===== config.mk =====
export PLATFORM = sky130hd
export DESIGN_NAME = lpt_engine
export DESIGN_NICKNAME = d
export VERILOG_FILES = /design/src/rtl/lpt_pkg.sv /design/src/rtl/lpt_sync.sv /design/src/rtl/lpt_fwd.sv /design/src/rtl/lpt_rev.sv /design/src/rtl/lpt_engine.sv
export SDC_FILE = /design/constraint.sdc
export NUM_CORES = 1
export LEC_CHECK = 0
export CORE_ASPECT_RATIO = 1.25
export CORE_MARGIN = 5
export CORE_UTILIZATION = 48
export DETAILED_ROUTE_END_ITERATION = 8
export GPL_TIMING_DRIVEN = 0
export PLACE_DENSITY = 0.95
export SLEW_MARGIN = 30
export SYNTH_ARGS = -nofsm -noshare
export SYNTH_HDL_FRONTEND = slang
export SYNTH_SLANG_ARGS = --single-unit

===== constraint.sdc =====
create_clock -name clk -period 5.46 [get_ports clk]
set_clock_uncertainty 0.1 [all_clocks]
set_input_delay 1.092 -clock clk [delete_from_list [all_inputs] [get_ports clk]]
set_output_delay 1.092 -clock clk [all_outputs]
set_load 0.05 [all_outputs]

===== src/rtl/lpt_pkg.sv =====
package lpt_pkg;
  typedef enum logic [1:0] {F_IDLE, F_SETUP, F_STROBE, F_WAIT_ACK} fwd_st_t;
  typedef enum logic [1:0] {R_IDLE, R_HOLD, R_ACK, R_DRAIN} rev_st_t;
  localparam int unsigned MIN_PULSE = 3;
endpackage


===== src/rtl/lpt_sync.sv =====
module lpt_sync #(
  parameter int unsigned W = 3
) (
  input  logic         clk,
  input  logic         rst_n,
  input  logic [W-1:0] d,
  output logic [W-1:0] q
);
  for (genvar i = 0; i < W; i++) begin : g_bit
    logic meta, stab;
    always_ff @(posedge clk or negedge rst_n) begin
      if (!rst_n) begin
        meta <= 1'b0;
        stab <= 1'b0;
      end else begin
        meta <= d[i];
        stab <= meta;
      end
    end
    assign q[i] = stab;
  end
endmodule


===== src/rtl/lpt_fwd.sv =====
module lpt_fwd
  import lpt_pkg::*;
#(
  parameter int unsigned DW   = 8,
  parameter int unsigned SETW = 2,
  parameter int unsigned WIDW = 2
) (
  input  logic            clk,
  input  logic            rst_n,
  input  logic            en,
  input  logic            tx_valid,
  input  logic [DW-1:0]   tx_data,
  output logic            tx_ready,
  input  logic [SETW-1:0] setup,
  input  logic [WIDW-1:0] width,
  input  logic            busy_s,
  input  logic            ack_s,
  output logic [DW-1:0]   data_o,
  output logic            stb_o,
  output logic            done
);
  localparam int unsigned CW = ((WIDW > SETW) ? WIDW : SETW) + 2;

  fwd_st_t       st;
  logic [CW-1:0] cnt;
  logic [DW-1:0] data_q;
  logic          ack_d;
  logic          ack_fall;

  assign ack_fall = ack_d & ~ack_s;
  assign tx_ready = en && (st == F_IDLE) && !busy_s;
  assign stb_o    = (st == F_STROBE);
  assign data_o   = data_q;
  assign done     = (st == F_WAIT_ACK) && ack_fall;

  always_ff @(posedge clk or negedge rst_n) begin
    if (!rst_n) begin
      st     <= F_IDLE;
      cnt    <= '0;
      data_q <= '0;
      ack_d  <= 1'b0;
    end else begin
      ack_d <= ack_s;
      case (st)
        F_IDLE: if (tx_valid && tx_ready) begin
          data_q <= tx_data;
          cnt    <= CW'(setup);
          st     <= F_SETUP;
        end
        F_SETUP: if (cnt == '0) begin
          cnt <= CW'(width) + CW'(MIN_PULSE - 1);
          st  <= F_STROBE;
        end else begin
          cnt <= cnt - 1'b1;
        end
        F_STROBE: if (cnt == '0) st <= F_WAIT_ACK;
                  else cnt <= cnt - 1'b1;
        F_WAIT_ACK: if (ack_fall) st <= F_IDLE;
        default: st <= F_IDLE;
      endcase
    end
  end

  // strobe never shorter than three periods
  assert_strobe_min_R3: assert property (@(posedge clk) disable iff (!rst_n)
    $fell(stb_o) |-> ($past(stb_o, 2) && $past(stb_o, 3)));

  // port data frozen while strobe is high
  assert_data_steady_R4: assert property (@(posedge clk) disable iff (!rst_n)
    (stb_o && $past(stb_o)) |-> $stable(data_o));
endmodule


===== src/rtl/lpt_rev.sv =====
module lpt_rev
  import lpt_pkg::*;
#(
  parameter int unsigned DW = 8
) (
  input  logic          clk,
  input  logic          rst_n,
  input  logic          en,
  input  logic          stb_s,
  input  logic [DW-1:0] data_in,
  output logic          rx_valid,
  input  logic          rx_ready,
  output logic [DW-1:0] rx_data,
  output logic          busy_o,
  output logic          ack_o,
  output logic          done
);
  localparam int unsigned AW = $clog2(MIN_PULSE + 1);

  rev_st_t       st;
  logic [AW-1:0] cnt;
  logic [DW-1:0] data_q;
  logic          stb_d;

  assign rx_valid = (st == R_HOLD);
  assign rx_data  = data_q;
  assign busy_o   = (st != R_IDLE);
  assign ack_o    = (st == R_ACK);
  assign done     = (st == R_ACK) && (cnt == '0);

  always_ff @(posedge clk or negedge rst_n) begin
    if (!rst_n) begin
      st     <= R_IDLE;
      cnt    <= '0;
      data_q <= '0;
      stb_d  <= 1'b0;
    end else begin
      stb_d <= stb_s;
      case (st)
        R_IDLE: if (en && stb_s && !stb_d) begin
          data_q <= data_in;
          st     <= R_HOLD;
        end
        R_HOLD: if (rx_ready) begin
          cnt <= AW'(MIN_PULSE - 1);
          st  <= R_ACK;
        end
        R_ACK: if (cnt == '0) st <= R_DRAIN;
               else cnt <= cnt - 1'b1;
        R_DRAIN: if (!stb_s) st <= R_IDLE;
        default: st <= R_IDLE;
      endcase
    end
  end

  // a stalled reverse byte keeps valid and value
  assert_rx_hold_R7: assert property (@(posedge clk) disable iff (!rst_n)
    (rx_valid && !rx_ready) |=> (rx_valid && $stable(rx_data)));

  // acknowledge pulse at least three periods
  assert_ack_min_R8: assert property (@(posedge clk) disable iff (!rst_n)
    $fell(ack_o) |-> ($past(ack_o, 2) && $past(ack_o, 3)));
endmodule


===== src/rtl/lpt_engine.sv =====
module lpt_engine #(
  parameter int unsigned DW   = 8,
  parameter int unsigned SETW = 2,
  parameter int unsigned WIDW = 2
) (
  input  logic            clk,
  input  logic            rst_n,
  input  logic            cfg_dir,
  input  logic [SETW-1:0] cfg_setup,
  input  logic [WIDW-1:0] cfg_width,
  input  logic            cfg_init,
  input  logic            cfg_selin,
  input  logic            cfg_autofd,
  input  logic            irq_en,
  input  logic            irq_clr,
  input  logic            tx_valid,
  output logic            tx_ready,
  input  logic [DW-1:0]   tx_data,
  output logic            rx_valid,
  input  logic            rx_ready,
  output logic [DW-1:0]   rx_data,
  output logic [DW-1:0]   pp_data_o,
  input  logic [DW-1:0]   pp_data_i,
  output logic            pp_stb_o,
  input  logic            pp_stb_i,
  output logic            pp_ack_o,
  input  logic            pp_ack_i,
  output logic            pp_busy_o,
  input  logic            pp_busy_i,
  output logic            dir_data_o,
  output logic            dir_stb_o,
  output logic            dir_busy_o,
  output logic            dir_ack_o,
  output logic            init_o,
  output logic            selin_o,
  output logic            autofd_o,
  output logic            irq_o
);
  logic [2:0] sync_q;
  logic       dir_q, irq_pend, fwd_done, rev_done;

  lpt_sync #(.W(3)) u_sync (
    .clk(clk), .rst_n(rst_n),
    .d({pp_stb_i, pp_ack_i, pp_busy_i}), .q(sync_q)
  );

  lpt_fwd #(.DW(DW), .SETW(SETW), .WIDW(WIDW)) u_fwd (
    .clk(clk), .rst_n(rst_n), .en(!dir_q),
    .tx_valid(tx_valid), .tx_data(tx_data), .tx_ready(tx_ready),
    .setup(cfg_setup), .width(cfg_width),
    .busy_s(sync_q[0]), .ack_s(sync_q[1]),
    .data_o(pp_data_o), .stb_o(pp_stb_o), .done(fwd_done)
  );

  lpt_rev #(.DW(DW)) u_rev (
    .clk(clk), .rst_n(rst_n), .en(dir_q), .stb_s(sync_q[2]),
    .data_in(pp_data_i), .rx_valid(rx_valid), .rx_ready(rx_ready),
    .rx_data(rx_data), .busy_o(pp_busy_o), .ack_o(pp_ack_o), .done(rev_done)
  );

  always_ff @(posedge clk or negedge rst_n) begin
    if (!rst_n) begin
      dir_q    <= 1'b0;
      init_o   <= 1'b0;
      selin_o  <= 1'b0;
      autofd_o <= 1'b0;
      irq_pend <= 1'b0;
    end else begin
      dir_q    <= cfg_dir;
      init_o   <= cfg_init;
      selin_o  <= cfg_selin;
      autofd_o <= cfg_autofd;
      if (fwd_done || rev_done) irq_pend <= 1'b1;
      else if (irq_clr)         irq_pend <= 1'b0;
    end
  end

  assign dir_data_o = !dir_q;
  assign dir_stb_o  = !dir_q;
  assign dir_busy_o = dir_q;
  assign dir_ack_o  = dir_q;
  assign irq_o      = irq_pend && irq_en;

  // pending only rises after a completed byte
  assert_pend_source_R9: assert property (@(posedge clk) disable iff (!rst_n)
    $rose(irq_pend) |-> $past(fwd_done || rev_done));
endmodule


==> results of run 1 <==
[stage by stage]
step / cell area [um2] / worst slack, ns / cells
floorplan: 1740 / 2.41 / 137
global placement: 2400 / 1.83 / 237
detailed placement: 2420 / 1.82 / 238
CTS: 2550 / 1.82 / 246
global route: 2550 / 1.79 / 246
finish: 2550 / 1.83 / 246
[registers in the layout (all words and copies together), names as in the netlist, 2 cells and up]
name and count:
u_fwd.data_o 8, u_rev.rx_data 8, u_fwd.cnt 4, u_sync.g_bit.meta 3
u_sync.g_bit.stab 3, u_fwd.st 2, u_rev.cnt 2, u_rev.st 2
[how the worst max path moves through the flow]
stage	to	from	slack, ns
global placement	irq_o	irq_en	1.83
floorplan	tx_ready	u_fwd.st[0]	2.41
finish	irq_o	irq_en	1.83
detailed placement	irq_o	irq_en	1.82
global route	irq_o	irq_en	1.79
CTS	irq_o	irq_en	1.82
[critical path: stages]
cell                              delay [ns]
sky130_fd_sc_hd__clkdlybuf4s50_1        0.45
sky130_fd_sc_hd__and2_1                 0.11
sky130_fd_sc_hd__clkdlybuf4s50_1        0.79
[cell families (layout without fill, tap and decap cells)]
logic type	Yosys count	count (layout)	share of synthesized area
DFF	39	39	0.560
and+or+nand+nor	25	25	0.0812
muxes	21	21	0.133
buffers and inverters	20	90	0.0481
AOI/OAI and AO/OA	19	19	0.0862
adders and majority gates	12	12	0.0862
xor gates and xnor gates	1	1	0.00503
[cells in the mapped netlist]
| library cell | instances | area [um2] |
|---|---|---|
| sky130_fd_sc_hd__nand4_1 | 1 | 6.26 |
| sky130_fd_sc_hd__nand3b_1 | 1 | 7.51 |
| sky130_fd_sc_hd__buf_4 | 2 | 15.0 |
| sky130_fd_sc_hd__nor3b_1 | 1 | 7.51 |
| sky130_fd_sc_hd__buf_2 | 1 | 5.00 |
| sky130_fd_sc_hd__or4b_1 | 1 | 10.0 |
| sky130_fd_sc_hd__mux2_2 | 17 | 191 |
| sky130_fd_sc_hd__o31ai_1 | 1 | 7.51 |
| sky130_fd_sc_hd__nand2_1 | 7 | 26.3 |
| sky130_fd_sc_hd__a21oi_1 | 1 | 5.00 |
| sky130_fd_sc_hd__nor3b_2 | 1 | 12.5 |
| sky130_fd_sc_hd__a22o_1 | 2 | 17.5 |
| sky130_fd_sc_hd__o21ai_0 | 3 | 15.0 |
| sky130_fd_sc_hd__and2_1 | 2 | 12.5 |
| sky130_fd_sc_hd__or2_2 | 1 | 6.26 |
| sky130_fd_sc_hd__o22ai_1 | 2 | 12.5 |
| sky130_fd_sc_hd__a221o_2 | 1 | 11.3 |
| sky130_fd_sc_hd__a22oi_1 | 1 | 7.51 |
| sky130_fd_sc_hd__nor2_1 | 5 | 18.8 |
| sky130_fd_sc_hd__a32oi_1 | 1 | 8.76 |
| sky130_fd_sc_hd__dfrtp_1 | 39 | 976 |
| sky130_fd_sc_hd__nand2b_1 | 1 | 6.26 |
| sky130_fd_sc_hd__nor2b_1 | 2 | 12.5 |
| sky130_fd_sc_hd__o31ai_2 | 1 | 12.5 |
| sky130_fd_sc_hd__xor2_1 | 1 | 8.76 |
| sky130_fd_sc_hd__or3_1 | 1 | 6.26 |
| sky130_fd_sc_hd__mux2i_1 | 4 | 40.0 |
| sky130_fd_sc_hd__o221ai_1 | 2 | 17.5 |
| sky130_fd_sc_hd__o32a_1 | 1 | 10.0 |
| sky130_fd_sc_hd__clkbuf_1 | 1 | 3.75 |
| sky130_fd_sc_hd__a221o_1 | 1 | 10.0 |
| sky130_fd_sc_hd__a221oi_1 | 1 | 8.76 |
| sky130_fd_sc_hd__or3b_1 | 1 | 8.76 |
| sky130_fd_sc_hd__inv_1 | 16 | 60.1 |
| sky130_fd_sc_hd__a31oi_1 | 1 | 6.26 |
| sky130_fd_sc_hd__ha_1 | 12 | 150 |
[layout make-up]
class / instances / area (um2) / share of cell area
sequential: 39 / 976 / 0.382
timing repair buffer: 62 / 626 / 0.245
clock inverter: 3 / 67.6 / 0.0265
tap: 39 / 48.8 / 0.0191
multi-input combinational: 78 / 682 / 0.267
clock buffer: 5 / 68.8 / 0.0270
inverter: 16 / 60.1 / 0.0235
buffer: 4 / 23.8 / 0.00931
[routing by layer]
layer	up-vias	global-route usage
li1	611	-
met1	626	0.199
met2	60	0.284
met3	12	0.0708
met4	0	0.0852
met5	-	0
[power by group]
group          switching [uW]  leakage, uW  internal (uW)
Sequential               62.8     0.000466            390
Clock                     106    0.0000644            182
Combinational             559     0.000615            361
==> impl_metrics.csv, run 1 <==
group,metric,value,unit
run_status,status,"completed",
floorplan,dieWidth,63.9,um
place,placement.io_buffers,61,
final_layout,nets,251,
clock_tree,numClockSinks,39,
sta,max_clock_freq,275,MHz
yosys,synth.yosys.seq_area_share,0.560,
final_layout,highest_count_cells_in_the_layout_ignoring_fill_and_taps,"60 x sky130_fd_sc_hd__clkdlybuf4s50_1, 39 x sky130_fd_sc_hd__dfrtp_1, 17 x sky130_fd_sc_hd__mux2_2",
power,irDropWorstVdd,0.000531,V
worst_setup_path,cp.arrival,2.44,ns
sta,final_max_slew_viols,0,
worst_setup_path,timing.rr.start,"u_fwd.st[0]",
global_route,pin_count_of_the_biggest_net_entering_global_routing,29,
global_route,grt_first_pass_wirelength,6.87,mm
floorplan,die_h,77.3,um
worst_setup_path,reg2reg_slack,3.41,ns
final_layout,nFillCells,207,
power,leakage_power,0.00115,uW
clock_tree,total_setup_buffers_inserted_after_cts,0,
route,drt-total-wl,4.07,mm
floorplan,design.portCount,62,
power,design_power_total,1660,uW
clock_tree,clk_transition_reported_paths,0.08,ns
job,max_cap_viol,0,
route,detail_route.vias_per_cell,5.32,
floorplan,die_area,0.00494,mm2
yosys,post_synthesis_cell_count,137,
sta,finalSetupViolCount,0,
final_layout,most_frequent_standard_cell_in_the_layout_excluding_fill_and_tap_cells,"sky130_fd_sc_hd__clkdlybuf4s50_1",
sta,rsz_0062_raised_after_global_routing,"false",
final_layout,insertedDiodeCount,0,
worst_hold_path,min_delay_worst_endpoint,"u_sync.g_bit[2].stab",
route,post-route-drc-count,0,
route,drt-met1-wl,1.56,mm
worst_setup_path,timing.critical_path.to_type,"output port",
clock_tree,cts-hold-fix-buffers,0,
yosys,ys.warnings.count,0,
sta,tightest_slew,0.542,ns
worst_hold_path,holdPathStages,0,
global_route,number_of_global_route_vias_before_repair,1460,
yosys,syn_nets,182,
clock_tree,clkLatencyLatePin,0.29,ns
worst_hold_path,worst_hold_path_type,"reg -> reg",
worst_hold_path,hold_path_startpoint,"u_sync.g_bit[2].meta",
yosys,synth_cell_types,36,
place,gpl.final_weighted_congestion,0.741,
floorplan,initial_core_util,0.500,
worst_setup_path,timing.critical_path.required,4.27,ns
clock_tree,clock_tree_from_tritoncts,"built",
route,highest-signal-layer,"met4",
clock_tree,cts-resized-gates,0,
route,ant_nets,0,
route,drt-wirelength-per-cell,16.5,um
worst_setup_path,r2r_cells,6,
route,drt_iter0_drc,25,
sta,tns,0,ns
clock_tree,htree_num_levels,2,
worst_setup_path,rr_endpoint,"u_fwd.data_o[2]",
final_layout,final_core_utilization,0.733,
route,met3RoutedLength,342,um
clock_tree,cts-buffers-inserted,5,
worst_setup_path,worstPathMaxFanout,1,
worst_setup_path,criticalPathCategory,"in -> out",
global_route,global_route.usage.total,0.176,
sta,finalCritPeriodShare,0.665,
yosys,post_synth.cell_area_avg,12.7,um2
worst_setup_path,startpoint_type,"input port",
final_layout,syn_to_final_growth,46.6,%
sta,slew_headroom,0.638,
yosys,mappedNetlistArea,0.00174,mm2
route,drtPass1Iterations,4,
clock_tree,cts_buffer_depth,2,
route,route.met2.wl,2.05,mm
clock_tree,root_buffer,"sky130_fd_sc_hd__clkbuf_8",
final_layout,drive_above_1_share,0.164,
floorplan,core_area,0.00348,mm2
floorplan,placementRows,24,
place,dp_hpwl,3.08,mm
sta,fin_crit,3.63,ns
route,vias,1309,
yosys,ys_ff_latch,39,
global_route,grt_antenna_before_repair,0,
power,cellPowerDensity,650,mW/mm2
sta,final_hold_violating_endpoints,0,
global_route,grt_overflow,0,
sta,hold-worst-slack,0.265,ns
No activity file was read; power rests on OpenSTA's default activity.
==> run 2: changes to the inputs <==
CORE_UTILIZATION = 44   (was 48)
PLACE_DENSITY = 0.89   (was 0.95)
clock period = 3.8 ns   (was 5.46 ns; I/O delays follow)
==> run 2 against run 1 <==
Net effect: worst hold slack lost 0.027 ns; critical endpoint is now tx_ready; register-to-register slack got worse by 1.6 ns; core utilization shrank 6.4 points; via count shrank 1.8%; sequential share of layout area stayed put; power rose by 39%; critical path depth up 1; count of clock-buffer cells in the layout rose by 1; sequential cell count is the same.
==> impl_metrics.csv, run 2 (same netlist as run 1, synthesis figures left out) <==
group,metric,value,unit
run_status,status,"completed",
floorplan,design.portCount,62,
worst_setup_path,timing.critical_path.to_type,"output port",
sta,final_max_slew_viols,0,
power,power.switching_fraction,0.440,
power,power_frac_seq,0.280,
power,leakage_power,0.00114,uW
route,drtPass1Iterations,4,
global_route,grt_first_pass_wirelength,6.11,mm
clock_tree,clock_tree_from_tritoncts,"built",
clock_tree,cts-hold-fix-buffers,0,
power,internal_power,1290,uW
clock_tree,clk_transition_reported_paths,0.07,ns
route,vias,1286,
clock_tree,clkLatencyLatePin,0.28,ns
worst_setup_path,rr_endpoint,"u_fwd.cnt[3]",
final_layout,syn_to_final_growth,46.6,%
floorplan,core_area,0.00382,mm2
floorplan,die_h,80.3,um
power,irDropWorstVdd,0.000459,V
place,gpl.final_weighted_congestion,0.808,
worst_setup_path,worstPathMaxFanout,4,
floorplan,die_area,0.00532,mm2
global_route,pin_count_of_the_biggest_net_entering_global_routing,31,
final_layout,most_frequent_standard_cell_in_the_layout_excluding_fill_and_tap_cells,"sky130_fd_sc_hd__clkdlybuf4s50_1",
place,placement.io_buffers,61,
final_layout,drive_above_1_share,0.164,
sta,finalSetupViolCount,0,
worst_setup_path,cp.arrival,2.16,ns
worst_setup_path,startpoint_type,"flip-flop",
sta,max_clock_freq,332,MHz
worst_setup_path,worstSetupStartpoint,"u_fwd.st[0]",
floorplan,placementRows,25,
final_layout,final_core_utilization,0.669,
place,dp_hpwl,2.94,mm
clock_tree,cts-resized-gates,0,
clock_tree,root_buffer,"sky130_fd_sc_hd__clkbuf_8",
global_route,number_of_global_route_vias_before_repair,1381,
global_route,grt_antenna_before_repair,0,
worst_setup_path,r2r_cells,6,
sta,slew_headroom,0.644,
floorplan,initial_core_util,0.456,
clock_tree,htree_num_levels,2,
worst_setup_path,timing.critical_path.required,2.94,ns
power,design_power_total,2300,uW
route,detail_route.vias_per_cell,4.93,
worst_setup_path,critPathCapture,"tx_ready",
route,drt_iter0_drc,46,
worst_setup_path,timing.rr.start,"u_fwd.cnt[0]",
power,cellPowerDensity,902,mW/mm2
sta,final_hold_violating_endpoints,0,
clock_tree,numClockSinks,39,
worst_hold_path,worst_hold_path_type,"in -> async",
job,max_cap_viol,0,
route,drt-wirelength-per-cell,14.0,um
sta,tns,0,ns
clock_tree,cts-buffers-inserted,5,
sta,hold-worst-slack,0.238,ns
final_layout,highest_count_cells_in_the_layout_ignoring_fill_and_taps,"60 x sky130_fd_sc_hd__clkdlybuf4s50_1, 39 x sky130_fd_sc_hd__dfrtp_1, 17 x sky130_fd_sc_hd__mux2_2",
sta,rsz_0062_raised_after_global_routing,"false",
sta,finalCritPeriodShare,0.794,
final_layout,nets,251,
worst_setup_path,reg2reg_slack,1.84,ns
sta,tightest_slew,0.533,ns
route,drt-total-wl,3.65,mm
power,p_comb_frac,0.568,
global_route,grt_overflow,0,
clock_tree,total_setup_buffers_inserted_after_cts,0,
power,clock_power_share,0.152,
power,power.net_switching,1010,uW
floorplan,dieWidth,66.3,um
global_route,global_route.usage.total,0.151,
final_layout,insertedDiodeCount,0,
route,post-route-drc-count,0,
route,ant_nets,0,
clock_tree,cts_buffer_depth,2,
sta,fin_crit,3.02,ns
worst_setup_path,criticalPathCategory,"reg -> out",
==> run 2: power by group through the flow <==
stage / Sequential (uW) / Clock, uW / Combinational, uW
4_1_cts: 646 / 360 / 1320
6_report: 644 / 351 / 1310
3_3_place_gp: 644 / 0 / 1280
5_1_grt: 669 / 381 / 1410
2_1_floorplan: 948 / 0 / 623
3_5_place_dp: 655 / 0 / 1310
==> run 2: worst min path at each step <==
stage / startpoint / end / slack (ns) / cells after the start
after detailed placement: u_sync.g_bit[0].meta / u_sync.g_bit[0].stab / 0.24 / 0
after global routing: rst_n / u_fwd.cnt[2] / 0.24 / 1
after floorplan: u_sync.g_bit[0].meta / u_sync.g_bit[0].stab / 0.23 / 0
after CTS: rst_n / u_fwd.cnt[2] / 0.24 / 1
final: rst_n / u_fwd.cnt[2] / 0.24 / 1
after global placement: u_sync.g_bit[2].meta / u_sync.g_bit[2].stab / 0.23 / 0
==> run 2: through the flow <==
step	std cells	area (um2)	setup slack, ns
final	261	2550	0.784
after detailed placement	253	2430	0.836
after global placement	252	2420	0.837
after floorplan	137	1740	0.952
after global routing	261	2550	0.651
after CTS	261	2550	0.776
==> run 2: critical path: stages, from the launching register on <==
cell	delay, ns
sky130_fd_sc_hd__dfrtp_1	0.40
sky130_fd_sc_hd__inv_1	0.13
sky130_fd_sc_hd__ha_1	0.21
sky130_fd_sc_hd__nor3b_1	0.25
sky130_fd_sc_hd__clkdlybuf4s50_1	0.88
==> run 2: routing by layer <==
layer | share of wire | vias to the layer above | track usage | routed length [um]
li1 | - | 607 | - | -
met1 | 0.37 | 627 | 0.153 | 1340
met2 | 0.53 | 48 | 0.264 | 1940
met3 | 0.084 | 4 | 0.0685 | 306
met4 | 0.018 | 0 | 0.0630 | 64
met5 | 0 | - | 0 | 0
==> run 2: layout make-up <==
cell class / count / area, um2
Sequential cell: 39 / 976
Multi-Input combinational cell: 78 / 682
Clock inverter: 2 / 35.0
Tap cell: 54 / 67.6
Buffer: 4 / 23.8
Fill cell: 289 / 1260
Timing Repair Buffer: 62 / 626
Inverter: 16 / 60.1
Clock buffer: 6 / 82.6
==> run 3: changes to the inputs <==
clock period = 2.84 ns   (was 3.8 ns; I/O delays follow)
==> run 3 against run 2 <==
Net effect: non-clock buffer count unchanged; critical endpoint is now pp_ack_o; largest cell class unchanged; sequential share of layout area is 0.15 points higher; cell area decreased by 0.39%; largest power group unchanged; register-to-register slack worse by 1.0 ns; wire length fell by 0.47%.
==> impl_metrics.csv, run 3 (same netlist as run 1, synthesis figures left out) <==
group,metric,value,unit
clock_tree,cts-resized-gates,0,
power,irDropWorstVdd,0.000636,V
final_layout,most_frequent_standard_cell_in_the_layout_excluding_fill_and_tap_cells,"sky130_fd_sc_hd__clkdlybuf4s50_1",
clock_tree,numClockSinks,39,
sta,rsz_0062_raised_after_global_routing,"false",
final_layout,syn_to_final_growth,46.0,%
clock_tree,root_buffer,"sky130_fd_sc_hd__clkbuf_8",
power,internal_power,1620,uW
route,post-route-drc-count,0,
place,place.detailed.instances,253,
sta,finalSetupViolCount,0,
route,vias,1262,
global_route,number_of_global_route_vias_before_repair,1361,
global_route,global_route.usage.total,0.154,
global_route,grt_overflow,0,
clock_tree,htree_num_levels,2,
sta,max_clock_freq,381,MHz
sta,fin_crit,2.63,ns
sta,slew_headroom,0.642,
worst_setup_path,criticalPathCategory,"reg -> out",
worst_setup_path,critical_path.n_buffers_inverters,2,
worst_setup_path,worstSetupStartpoint,"u_rev.st[0]",
sta,tightest_slew,0.536,ns
worst_setup_path,cp_num_cells,3,
route,drtPass1Iterations,4,
global_route,grt_first_pass_wirelength,6.17,mm
worst_setup_path,reg2reg_slack,0.82,ns
worst_setup_path,timing.critical_path.to_type,"output port",
floorplan,initial_core_util,0.456,
route,ant_nets,0,
worst_hold_path,worst_hold_path_type,"in -> async",
clock_tree,total_setup_buffers_inserted_after_cts,0,
sta,finalCritPeriodShare,0.924,
clock_tree,cts-buffers-inserted,5,
power,power.net_switching,1380,uW
route,drt-wirelength-per-cell,13.9,um
run_status,status,"completed",
place,dp_hpwl,2.86,mm
floorplan,die_h,80.3,um
worst_setup_path,worstPathMaxFanout,6,
sta,tns,0,ns
global_route,pin_count_of_the_biggest_net_entering_global_routing,25,
final_layout,fin_cells,261,
clock_tree,cts-hold-fix-buffers,0,
clock_tree,clkLatencyLatePin,0.30,ns
route,drt_iter0_drc,69,
floorplan,core_area,0.00382,mm2
worst_setup_path,cp.arrival,1.96,ns
worst_setup_path,critPathCapture,"pp_ack_o",
worst_setup_path,timing.critical_path.required,2.17,ns
worst_setup_path,critPathMaxStageDelay,0.85,ns
route,drt-total-wl,3.63,mm
final_layout,nFillCells,292,
sta,final_max_slew_viols,0,
clock_tree,cts_buffer_depth,2,
final_layout,drive_above_1_share,0.169,
job,max_cap_viol,0,
place,placement.io_buffers,61,
worst_setup_path,critical-path-slowest-cell,"sky130_fd_sc_hd__clkdlybuf4s50_1",
power,p_comb_frac,0.584,
power,power.switching_fraction,0.460,
power,leakage_power,0.00114,uW
power,power_frac_seq,0.286,
sta,final_hold_violating_endpoints,0,
clock_tree,clk_transition_reported_paths,0.08,ns
global_route,grt_antenna_before_repair,0,
power,cellPowerDensity,1180,mW/mm2
floorplan,die_area,0.00532,mm2
final_layout,nets,251,
worst_setup_path,r2r_cells,6,
floorplan,placementRows,25,
floorplan,design.portCount,62,
worst_setup_path,critical_path.cell_chain,"inv_1 -> ha_1 -> clkdlybuf4s50_1",
clock_tree,clock_tree_from_tritoncts,"built",
final_layout,insertedDiodeCount,0,
final_layout,highest_count_cells_in_the_layout_ignoring_fill_and_taps,"59 x sky130_fd_sc_hd__clkdlybuf4s50_1, 39 x sky130_fd_sc_hd__dfrtp_1, 17 x sky130_fd_sc_hd__mux2_2",
worst_setup_path,worst_path_dominant_cell_family,"buffers and inverters",
place,gpl.final_weighted_congestion,0.775,
worst_setup_path,startpoint_type,"flip-flop",
floorplan,dieWidth,66.3,um
worst_setup_path,timing.rr.start,"u_fwd.cnt[0]",
route,detail_route.vias_per_cell,4.84,
power,clock_power_share,0.131,
worst_setup_path,rr_endpoint,"u_fwd.cnt[3]",
## run 3: worst min path at each step
stage	cells after the start	slack, ns	endpoint
floorplan	0	0.17	autofd_o
global placement	0	0.23	u_sync.g_bit[2].stab
detailed placement	0	0.24	u_sync.g_bit[0].stab
CTS	1	0.09	u_fwd.cnt[3]
global route	1	0.10	u_rev.cnt[0]
finish	1	0.09	u_rev.cnt[0]
## run 3: power groups by stage
stage | clock network, uW | registers (uW) | logic (uW)
after floorplan | 0 | 1270 | 834
after global placement | 0 | 858 | 1720
after detailed placement | 0 | 869 | 1760
after CTS | 404 | 857 | 1760
after global routing | 429 | 882 | 1900
final | 392 | 856 | 1750
## run 3: area by class of cell
cell class	instances	area, um2	area share
repair buffers	62	636	0.250
clock buffers	5	68.8	0.0271
plain buffers	4	23.8	0.00935
clock inverters	3	23.8	0.00935
well taps	54	67.6	0.0266
inverters	16	60.1	0.0236
multi-input cells	78	687	0.270
flip-flops and latches	39	976	0.384
## run 3: metal layers
layer	wire length, um	share of wire	global-route usage
met5	0	0	0
met4	63	0.017	0.0630
met3	235	0.065	0.0490
met2	2010	0.55	0.276
met1	1330	0.36	0.165
## run 3: per-stage QoR
step           area [um2]  hold slack [ns]  setup WS (ns)  power (uW)  utilization
2_1_floorplan        1750            0.172          0.526        2100            -
3_3_place_gp         2420            0.232          0.162        2580        0.635
3_5_place_dp         2450            0.236          0.260        2630        0.641
4_1_cts              2540           0.0931         0.0680        3030        0.666
5_1_grt              2540            0.104          0.122        3210        0.666
6_report             2540           0.0894          0.215        3000        0.666
